--- src/rtl/pkt_pkg.sv ---
package pkt_pkg;
  typedef enum logic [2:0] {
    ST_FILL  = 3'd0,
    ST_LEN   = 3'd1,
    ST_TAG   = 3'd2,
    ST_DELIM = 3'd3,
    ST_DLEN  = 3'd4,
    ST_DATA  = 3'd5
  } pkt_state_e;
endpackage

--- src/rtl/pkt_tag_regs.sv ---
module pkt_tag_regs #(
  parameter int W  = 16,
  parameter int N  = 8,
  parameter int IW = $clog2(N)
) (
  input  logic          clk,
  input  logic          rst_n,
  input  logic          wr_en,
  input  logic [IW-1:0] wr_idx,
  input  logic [W-1:0]  wr_data,
  input  logic [IW-1:0] rd_idx,
  output logic [W-1:0]  rd_data
);
  logic [W-1:0] regs [N];

  for (genvar g = 0; g < N; g++) begin : g_reg
    logic en;
    assign en = wr_en && (wr_idx == IW'(g));
    always_ff @(posedge clk or negedge rst_n) begin
      if (!rst_n)  regs[g] <= '0;
      else if (en) regs[g] <= wr_data;
    end
  end

  assign rd_data = regs[rd_idx];

  // the delimiter value is reserved and never stored as a tag
  assert_tag_legal_R9: assert property (@(posedge clk) disable iff (!rst_n)
    wr_en |-> (wr_data != {W{1'b1}}));
endmodule

--- src/rtl/pkt_chunk_mem.sv ---
module pkt_chunk_mem #(
  parameter int W     = 16,
  parameter int DEPTH = 32,
  parameter int AW    = $clog2(DEPTH)
) (
  input  logic          clk,
  input  logic          we,
  input  logic [AW-1:0] waddr,
  input  logic [W-1:0]  wdata,
  input  logic [AW-1:0] raddr,
  output logic [W-1:0]  rdata
);
  logic [W-1:0] mem [DEPTH];

  always_ff @(posedge clk) begin
    if (we) mem[waddr] <= wdata;
  end

  assign rdata = mem[raddr];
endmodule

--- src/rtl/pkt_seq.sv ---
module pkt_seq
  import pkt_pkg::*;
#(
  parameter int W         = 16,
  parameter int MAX_CHUNK = 32,
  parameter int MAX_TAGS  = 8,
  parameter int CW        = $clog2(MAX_CHUNK + 1),
  parameter int TW        = $clog2(MAX_TAGS + 1),
  parameter int AW        = $clog2(MAX_CHUNK),
  parameter int TIW       = $clog2(MAX_TAGS)
) (
  input  logic           clk,
  input  logic           rst_n,
  input  logic [CW-1:0]  cfg_chunk,
  input  logic [TW-1:0]  cfg_tags,
  input  logic           in_valid,
  output logic           in_ready,
  input  logic           flush,
  output logic           out_valid,
  input  logic           out_ready,
  output logic [W-1:0]   out_data,
  output logic           out_last,
  output logic           mem_we,
  output logic [AW-1:0]  mem_waddr,
  output logic [AW-1:0]  mem_raddr,
  input  logic [W-1:0]   mem_rdata,
  output logic [TIW-1:0] tag_idx,
  input  logic [W-1:0]   tag_data
);
  localparam int IW = (CW > TW) ? CW : TW;
  localparam logic [W-1:0] DELIM = {W{1'b1}};

  pkt_state_e    state_q, state_d;
  logic [CW-1:0] cnt_q, cnt_d;
  logic [CW-1:0] lchunk_q, lchunk_d;
  logic [TW-1:0] ltags_q, ltags_d;
  logic [IW-1:0] idx_q, idx_d;

  logic          accept, fire, close, last_word;
  logic [CW-1:0] cnt_inc, chunk_cl, eff_chunk;
  logic [TW-1:0] tags_cl;

  assign in_ready  = (state_q == ST_FILL);
  assign out_valid = (state_q != ST_FILL);
  assign accept    = in_ready && in_valid;
  assign fire      = out_valid && out_ready;
  assign cnt_inc   = cnt_q + {{(CW-1){1'b0}}, accept};

  assign chunk_cl  = (cfg_chunk == '0) ? CW'(1) :
                     ((cfg_chunk > CW'(MAX_CHUNK)) ? CW'(MAX_CHUNK) : cfg_chunk);
  assign tags_cl   = (cfg_tags > TW'(MAX_TAGS)) ? TW'(MAX_TAGS) : cfg_tags;
  assign eff_chunk = (cnt_q == '0) ? chunk_cl : lchunk_q;

  assign close     = in_ready && ((accept && (cnt_inc == eff_chunk)) ||
                                  (flush && (cnt_inc != '0)));
  assign last_word = (state_q == ST_DATA) && (idx_q == IW'(cnt_q) - IW'(1));

  assign mem_we    = accept;
  assign mem_waddr = cnt_q[AW-1:0];
  assign mem_raddr = idx_q[AW-1:0];
  assign tag_idx   = idx_q[TIW-1:0];
  assign out_last  = last_word;

  always_comb begin
    case (state_q)
      ST_LEN:   out_data = W'(3) + W'(ltags_q) + W'(cnt_q);
      ST_TAG:   out_data = tag_data;
      ST_DELIM: out_data = DELIM;
      ST_DLEN:  out_data = W'(cnt_q);
      ST_DATA:  out_data = mem_rdata;
      default:  out_data = '0;
    endcase
  end

  always_comb begin
    state_d  = state_q;
    cnt_d    = cnt_q;
    idx_d    = idx_q;
    lchunk_d = lchunk_q;
    ltags_d  = ltags_q;
    case (state_q)
      ST_FILL: begin
        if (accept) begin
          cnt_d = cnt_inc;
          if (cnt_q == '0) begin
            lchunk_d = chunk_cl;
            ltags_d  = tags_cl;
          end
        end
        if (close) begin
          state_d = ST_LEN;
          idx_d   = '0;
        end
      end
      ST_LEN: if (fire) state_d = (ltags_q == '0) ? ST_DELIM : ST_TAG;
      ST_TAG: if (fire) begin
        if (idx_q == IW'(ltags_q) - IW'(1)) begin
          state_d = ST_DELIM;
          idx_d   = '0;
        end else begin
          idx_d = idx_q + IW'(1);
        end
      end
      ST_DELIM: if (fire) state_d = ST_DLEN;
      ST_DLEN: if (fire) begin
        state_d = ST_DATA;
        idx_d   = '0;
      end
      ST_DATA: if (fire) begin
        if (last_word) begin
          state_d = ST_FILL;
          cnt_d   = '0;
          idx_d   = '0;
        end else begin
          idx_d = idx_q + IW'(1);
        end
      end
      default: state_d = ST_FILL;
    endcase
  end

  always_ff @(posedge clk or negedge rst_n) begin
    if (!rst_n) begin
      state_q  <= ST_FILL;
      cnt_q    <= '0;
      idx_q    <= '0;
      lchunk_q <= '0;
      ltags_q  <= '0;
    end else begin
      state_q  <= state_d;
      cnt_q    <= cnt_d;
      idx_q    <= idx_d;
      lchunk_q <= lchunk_d;
      ltags_q  <= ltags_d;
    end
  end

  // a sent packet never holds more samples than its captured chunk size
  assert_chunk_bound_R3: assert property (@(posedge clk) disable iff (!rst_n)
    (state_q != ST_FILL) |-> (cnt_q <= lchunk_q));

  // no packet is ever sent without data
  assert_nonempty_R5: assert property (@(posedge clk) disable iff (!rst_n)
    out_valid |-> (cnt_q != '0));

  // the buffered sample count is frozen while a packet is being sent
  assert_count_frozen_R6: assert property (@(posedge clk) disable iff (!rst_n)
    (out_valid && !(fire && out_last)) |=> (cnt_q == $past(cnt_q)));

  // a stalled word is held
  assert_stall_hold_R7: assert property (@(posedge clk) disable iff (!rst_n)
    (out_valid && !out_ready) |=> (out_valid && $stable(out_data)));

  // after the last word is taken the block returns to accepting input
  assert_last_ends_R8: assert property (@(posedge clk) disable iff (!rst_n)
    (out_last && out_ready) |=> (!out_valid && in_ready));
endmodule

--- src/rtl/stream_packetizer.sv ---
module stream_packetizer #(
  parameter int W         = 16,
  parameter int MAX_CHUNK = 32,
  parameter int MAX_TAGS  = 8,
  parameter int CW        = $clog2(MAX_CHUNK + 1),
  parameter int TW        = $clog2(MAX_TAGS + 1),
  parameter int TIW       = $clog2(MAX_TAGS)
) (
  input  logic           clk,
  input  logic           rst_n,
  input  logic [CW-1:0]  cfg_chunk,
  input  logic [TW-1:0]  cfg_tags,
  input  logic           tag_wr_en,
  input  logic [TIW-1:0] tag_wr_idx,
  input  logic [W-1:0]   tag_wr_data,
  input  logic           in_valid,
  output logic           in_ready,
  input  logic [W-1:0]   in_data,
  input  logic           flush,
  output logic           out_valid,
  input  logic           out_ready,
  output logic [W-1:0]   out_data,
  output logic           out_last
);
  localparam int AW = $clog2(MAX_CHUNK);

  logic [1:0]     rst_sync_q;
  logic           rst_int_n;
  logic           mem_we;
  logic [AW-1:0]  mem_waddr, mem_raddr;
  logic [W-1:0]   mem_rdata, tag_data;
  logic [TIW-1:0] tag_idx;

  always_ff @(posedge clk or negedge rst_n) begin
    if (!rst_n) rst_sync_q <= 2'b00;
    else        rst_sync_q <= {rst_sync_q[0], 1'b1};
  end
  assign rst_int_n = rst_sync_q[1];

  pkt_tag_regs #(.W(W), .N(MAX_TAGS), .IW(TIW)) u_tags (
    .clk(clk), .rst_n(rst_int_n),
    .wr_en(tag_wr_en), .wr_idx(tag_wr_idx), .wr_data(tag_wr_data),
    .rd_idx(tag_idx), .rd_data(tag_data)
  );

  pkt_chunk_mem #(.W(W), .DEPTH(MAX_CHUNK), .AW(AW)) u_mem (
    .clk(clk), .we(mem_we), .waddr(mem_waddr), .wdata(in_data),
    .raddr(mem_raddr), .rdata(mem_rdata)
  );

  pkt_seq #(
    .W(W), .MAX_CHUNK(MAX_CHUNK), .MAX_TAGS(MAX_TAGS),
    .CW(CW), .TW(TW), .AW(AW), .TIW(TIW)
  ) u_seq (
    .clk(clk), .rst_n(rst_int_n),
    .cfg_chunk(cfg_chunk), .cfg_tags(cfg_tags),
    .in_valid(in_valid), .in_ready(in_ready), .flush(flush),
    .out_valid(out_valid), .out_ready(out_ready),
    .out_data(out_data), .out_last(out_last),
    .mem_we(mem_we), .mem_waddr(mem_waddr), .mem_raddr(mem_raddr),
    .mem_rdata(mem_rdata), .tag_idx(tag_idx), .tag_data(tag_data)
  );
endmodule

--- config.mk ---
export PLATFORM = sky130hd
export DESIGN_NAME = stream_packetizer
export DESIGN_NICKNAME = d
export VERILOG_FILES = /design/src/rtl/pkt_pkg.sv /design/src/rtl/pkt_tag_regs.sv /design/src/rtl/pkt_chunk_mem.sv /design/src/rtl/pkt_seq.sv /design/src/rtl/stream_packetizer.sv
export SDC_FILE = /design/constraint.sdc
export NUM_CORES = 1
export LEC_CHECK = 0
export BUFFER_PORTS_ARGS = -buffer_cell sky130_fd_sc_hd__buf_2
export CORE_ASPECT_RATIO = 0.6
export CORE_UTILIZATION = 50
export CTS_BUF_LIST = sky130_fd_sc_hd__clkbuf_2
export DETAILED_ROUTE_END_ITERATION = 16
export PLACE_DENSITY = 0.77
export SLEW_MARGIN = 20
export SYNTH_ARGS = -nofsm -noshare
export SYNTH_HDL_FRONTEND = slang
export SYNTH_HIERARCHICAL = 1
export SYNTH_SLANG_ARGS = --single-unit
--- constraint.sdc ---
create_clock -name clk -period 5.22 [get_ports clk]
set_clock_uncertainty 0.1 [all_clocks]
set_input_delay 1.566 -clock clk [delete_from_list [all_inputs] [get_ports clk]]
set_output_delay 1.566 -clock clk [all_outputs]
set_load 0.005 [all_outputs]
Word level (Yosys, flattened, before mapping)
Memory sizes are Yosys's and may differ from the RTL's.
Index checks and enable logic that the tools add are counted.
{"block": "op_classes", "addsub": 6, "order_cmp": 3, "eq_ne": 24, "n_mux": 31, "bitwise_logic": 1, "n_reduce_logical": 29}
{"cell": "16-bit one-hot mux with 5 select lines", "n": 1}
{"cell": "6-bit two-way mux", "n": 12}
{"cell": "16-bit binary-select mux with 3-bit select", "n": 1}
{"cell": "16-bit two-way mux", "n": 2}
{"cell": "3-bit two-way mux", "n": 8}
{"cell": "6-bit one-hot mux with 4 select lines", "n": 1}
{"cell": "3-bit == test (second input constant)", "n": 6}
{"cell": "6-bit == test", "n": 3}
{"cell": "3-bit one-hot mux with 6 select lines", "n": 1}
{"cell": "16-bit by 6-bit adder with 16-bit output", "n": 1}
{"cell": "1-bit logical AND", "n": 14}
{"cell": "3-bit by 2-bit == test with 1-bit output (second input constant)", "n": 4}
{"cell": "6-bit logical NOT", "n": 2}
{"cell": "2-bit by 1-bit != test with 1-bit output (second input constant)", "n": 6}
{"cell": "6-bit one-hot mux with 2 select lines", "n": 1}
{"cell": "8-bit AND reduction", "n": 1}
{"cell": "6-bit by 1-bit adder with 6-bit output", "n": 1}
{"cell": "6-bit by 1-bit adder with 6-bit output (second input constant)", "n": 1}
{"cell": "3-bit by 1-bit == test with 1-bit output (second input constant)", "n": 2}
{"cell": "6-bit > comparator (second input constant)", "n": 1}
{"cell": "3-bit logical NOT", "n": 2}
{"cell": "2-bit != test (second input constant)", "n": 3}
{"cell": "6-bit nonzero test", "n": 1}
{"cell": "6-bit by 1-bit subtractor with 6-bit output (second input constant)", "n": 1}
{"cell": "16 further kinds", "n": 18}
{"block": "totals", "regBits": 155, "mem_bits_rw": 512, "inputBits": 51, "output_inout_bits": 19, "elab_cells": 109, "memories": 1}
{"memory": "u_mem.mem", "depth": 32, "word_bits": 16, "rd": 1, "rd_clocked_by_memory_dff": 0, "write_ports": 1, "line_no": "pkt_chunk_mem.sv:13", "source": "logic [W-1:0] mem [DEPTH];"}

Longest topological paths before layout
{"block": "logic_depth", "word_depth": 10, "mapped_depth": 12}

By module
The synthesis kept the hierarchy.
{"module": "pkt_chunk_mem", "instances": 1, "cells_per_inst": 1127, "area_per_inst_um2": 20215.6, "seq_area_each_um2": 15374.7}
{"module": "pkt_tag_regs", "instances": 1, "cells_per_inst": 336, "area_per_inst_um2": 5933.2, "seq_area_each_um2": 3203.1}
{"module": "pkt_seq", "instances": 1, "cells_per_inst": 309, "area_per_inst_um2": 2538.7, "seq_area_each_um2": 625.6}
{"module": "stream_packetizer", "instances": 1, "cells_per_inst": 3, "area_per_inst_um2": 53.8, "seq_area_each_um2": 50.0}

Worst setup path before layout
Ideal clock, no wire load.
{"block": "synth_path", "path_type": "register -> output", "start": "register u_seq.cnt_q[1]", "end": "output port out_data[5]", "arrival_ps": 2257, "required_ps": 3554, "setup_slack_ps": 1297, "path_stages_with_launch": 12, "path_buffers": 0, "cell_sequence": "dfrtp_1 -> inv_1 -> ha_1 -> inv_1 -> ha_1 -> fa_1 -> a21o_1 -> a21oi_1 -> xnor2_1 -> o21a_1 -> a21oi_1 -> o22ai_1"}
{"block": "synth_between", "elab_chain_cells": 2}
{"element": "start: declaration", "line_no": "pkt_seq.sv:34", "source": "logic [CW-1:0] cnt_q, cnt_d;"}
{"element": "start signal: assignment", "line_no": "pkt_seq.sv:131", "source": "cnt_q <= cnt_d;"}
{"element": "16-bit by 6-bit adder with 16-bit output", "line_no": "pkt_seq.sv:66", "source": "ST_LEN: out_data = W'(3) + W'(ltags_q) + W'(cnt_q);"}
{"element": "16-bit one-hot mux with 5 select lines", "line_no": "pkt_seq.sv:65", "source": "case (state_q)"}
{"element": "end: declaration", "line_no": "stream_packetizer.sv:22", "source": "output logic [W-1:0] out_data,"}
Every way passes these cells.

Worst setup path in the final report
{"block": "layout_path", "start": "register u_seq.idx_q[1]", "end": "output port out_data[5]"}
{"element": "start: declaration", "line_no": "pkt_seq.sv:37", "source": "logic [IW-1:0] idx_q, idx_d;"}
{"element": "start signal: assignment", "line_no": "pkt_seq.sv:132", "source": "idx_q <= idx_d;"}
{"element": "memory read 32 x 16 bit"}
{"element": "named net mem_rdata[5]", "line_no": "stream_packetizer.sv:31", "source": "logic [W-1:0] mem_rdata, tag_data;"}
{"element": "16-bit one-hot mux with 5 select lines", "line_no": "pkt_seq.sv:65"}
The timed path passes the listed nets, and every way through them passes these cells. The select of a mux whose other input is x is not followed.

==> impl_metrics.yaml <==
status:
  status: "finished, final reports clean"
worst_setup_path:
  worstPathRequired_ns: 3.55
  ff2ff_setup_slack_ns: 1.27
  worst-path-max-fanout: 30
  cp_top_family: "simple AND/OR/NAND/NOR gates"
  crit_buf_inv: 2
  critPathMaxStageDelay_ns: 0.51
  r2r-end: "u_seq/idx_q[2]$_DFFE_PN0P_"
  rr_worst_depth: 12
  worstSetupPathType: "flip-flop to primary output"
  cp_slowest_cell: "dfrtp_2"
  critPathLaunchType: "flip-flop"
  r2r-start: "u_seq/state_q[1]$_DFFE_PN0P_"
  crit_chain: "and2_4 -> buf_12 -> a22o_1 -> nor3_2 -> a31oi_1 -> nand3_1 -> mux2i_2 -> o22ai_2 -> buf_2"
  crit_arrival_ns: 3.47
  endpoint_kind: "primary output"
grt:
  antenna_found_initial: 5
  grt-ovfl-total: 0
  grt_pass1_vias: 16700
  grt_usage: 0.230
  grt_pass1_wl_um: 102000
  grt_start_max_net_pins: 63
route:
  ant_nets: 0
  via_count: 16800
  via_per_inst: 5.92
  drt_iter0_markers: 1849
  wl_per_cell_um: 24.0
  drtPass1Iterations: 5
  drc_errors: 0
  drt-met1-wl_um: 30900
  routed_wirelength_um: 68000
  wl_met2_um: 29000
  dr_wl_met3_um: 7140
  highest_layer: "met5"
synthesis:
  synth_area_um2: 28700
  syn_nets: 1842
  ys_ff_latch: 667
  synth-edff-count: 512
  synth_top_cell_by_area: "edfxtp_1"
  yosys-top-cells-area: "edfxtp_1, dfrtp_1, mux2i_1, mux2_2, mux4_1"
  yosys_warnings: 6
  ys.flop_type: "edfxtp_1"
  synth.yosys.seq_area_share: 0.670
  synthArstFlopShare: 0.232
  syn_inst: 1775
  avgSynthCellArea_um2: 16.2
  synth_cell_types: 73
  yosysTopAreaCellShare: 0.535
placement:
  hpwlAfterDp_um: 42600
  gp_congestion: 0.866
  io_buffers: 69
sta:
  drv_slew: 0
  holdWs_ns: 0.130
  tns_ns: 0
  min_period_ns: 5.14
  rsz0062_at_grt: "yes"
  relSlewSlack: 0.434
  fin_crit_sh: 0.985
  setup-violations-final: 0
  report.final.hold_viol_count: 0
  fmax_mhz: 195
  tightestPinTransition_ns: 0.846
floorplanning:
  start_util: 0.510
  die_h_um: 188
  row_count: 67
  dieArea_um2: 58500
  core_area_um2: 56300
  io_pins: 70
  dieWidth_um: 312
flow_run:
  max-cap-violations: 0
cts:
  cts_made_buffers: 145
  cts_tree: "yes"
  clkSlewWorstSetupHoldPaths_ns: 0.13
  cts_hold_buf: 0
  clock_sinks: 667
  clk_latency_ns: 1.10
  cts_buffer_depth: 3
  htreeDepth: 4
  root_buffer: "clkbuf_2"
cells_and_area:
  area_growth_pct: 10.2
  drive_gt1_frac: 0.305
  final_nets: 2032
  n_fill_cell: 4307
pwr:
  powerDensity_nw_per_um2: 431
  p_leak_nw: 11.3
  max-vdd-ir-drop_uv: 233
min_path:
  hp-class: "input port to asynchronous set/reset pin"
-- area by class of cell --
cell class | count | area, um^2 | area share
inverter | 14 | 52.6 | 0.00166
clock inverter | 25 | 196 | 0.00620
timing repair buffer | 165 | 1330 | 0.0421
multi-input combinational | 972 | 8710 | 0.275
sequential | 667 | 19300 | 0.609
tap | 759 | 950 | 0.0300
clock buffer | 230 | 1150 | 0.0364
antenna | 2 | 5.00 | 0.000158
-- cells by family after synthesis --
kind of cell	count (synthesis)	synth area share
AND/OR/NAND/NOR	257	0.0479
adder cells (fa/ha/maj)	16	0.00723
AO/OA/AOI/OAI	223	0.0532
flip-flops	667	0.670
buffers and inverters	136	0.0330
XOR/XNOR	26	0.00792
other	1	0.000130
multiplexers	449	0.181
-- layer usage --
| layer | vias up | track usage |
|---|---|---|
| met1 | 8496 | 0.352 |
| met4 | 4 | 0.0686 |
| met5 | - | 0 |
| li1 | 7345 | - |
| met3 | 80 | 0.0665 |
| met2 | 854 | 0.315 |
-- registers in the layout, indices dropped and copies added (netlist names) --
name	flops
rst_sync_q	2
u_mem/mem	512
u_seq/cnt_q	6
u_seq/idx_q	6
u_seq/lchunk_q	6
u_seq/ltags_q	4
u_seq/state_q	3
u_tags/regs	128
-- worst max path at each step --
stage	start	endpoint	slack (ns)	depth (start not counted)
after floorplan	rst_sync_q[1]$_DFF_PN0_	u_seq/cnt_q[0]$_DFFE_PN0P_	0.48	0
after global placement	u_seq/cnt_q[1]$_DFFE_PN0P_	out_data[5]	0.89	12
after detailed placement	u_seq/cnt_q[1]$_DFFE_PN0P_	out_data[5]	0.87	12
after CTS	u_seq/idx_q[0]$_DFFE_PN0P_	out_data[9]	-0.01	8
after global routing	u_seq/idx_q[0]$_DFFE_PN0P_	out_data[5]	-0.08	11
final	u_seq/idx_q[1]$_DFFE_PN0P_	out_data[5]	0.08	9
-- cell usage in the layout, fill, tap and decap left out, drive strengths merged, types with 5 or more instances in the layout --
master	synthesis	final
a21o	5	5
a21oi	54	54
a22o	32	32
a22oi	66	66
a31oi	18	18
buf	96	161
clkbuf	26	234
clkinv	0	15
dfrtp	155	155
edfxtp	512	512
ha	15	15
inv	14	18
mux2	152	152
mux2i	265	265
mux4	32	32
nand2	56	56
nand2b	7	7
nand3	45	45
nand3b	5	5
nand4	18	18
nor2	61	61
nor2b	9	9
nor3	30	30
o21ai	22	22
o22ai	5	5
xnor2	13	13
xor2	13	13
-- power breakdown --
group / total [W] / leakage [nW] / internal (W) / switching [W]
Sequential: 0.00630 / 6.48 / 0.00604 / 0.000261
Clock: 0.00326 / 1.04 / 0.00127 / 0.00200
Combinational: 0.00408 / 3.83 / 0.00175 / 0.00233
Total: 0.0136 / 11.3 / 0.00905 / 0.00459
-- cells in the mapped netlist (4+ instances only) --
cell type / number
buf_4: 37
o22ai_1: 5
o21a_1: 4
buf_6: 15
edfxtp_1: 512
o2bb2ai_1: 4
ha_1: 15
mux4_1: 28
mux2i_1: 265
xnor2_1: 13
mux4_2: 4
a31oi_1: 17
a21o_1: 4
a21oi_1: 54
dfrtp_1: 155
nand4_1: 17
inv_1: 14
nor2b_1: 9
nand3_1: 45
mux2_2: 150
o21ai_0: 17
buf_1: 4
o21ai_1: 4
buf_12: 5
buf_8: 6
a22oi_1: 66
nor2_1: 59
nor3_1: 28
clkbuf_1: 25
buf_2: 29
xor2_1: 13
nand3b_1: 5
nand2_1: 56
a22o_1: 32
nand2b_1: 7
-- metrics by stage --
step	setup WS, ns	power (W)	utilization	cells	instance area [um^2]
after floorplan	0.481	0.00902	-	1775	28700
after global placement	0.887	0.0100	0.531	2562	29900
after detailed placement	0.871	0.0102	0.531	2562	29900
after CTS	-0.0120	0.0135	0.557	2826	31400
after global routing	-0.0819	0.0142	0.562	2833	31700
final	0.0794	0.0136	0.562	2834	31700
-- worst register-to-register path: stages (launching register included) --
cell,delay (ns)
dfrtp_1,0.67
nor3_1,0.51
and2_1,0.20
buf_4,0.18
ha_1,0.22
ha_1,0.25
nand3_1,0.18
xnor2_1,0.32
a21o_2,0.18
nand4b_4,0.12
nor4_4,0.41
a31oi_4,0.20
o2bb2ai_1,0.19
-- what timing repair did --
item / CTS / global route
pin swaps: 2 / 9
setup buffers: 9 / 2
resized for setup: 20 / 32
setup endpoints to repair: 16 / 16
cloned: 0 / 4
(Power assumes the default switching activity.)
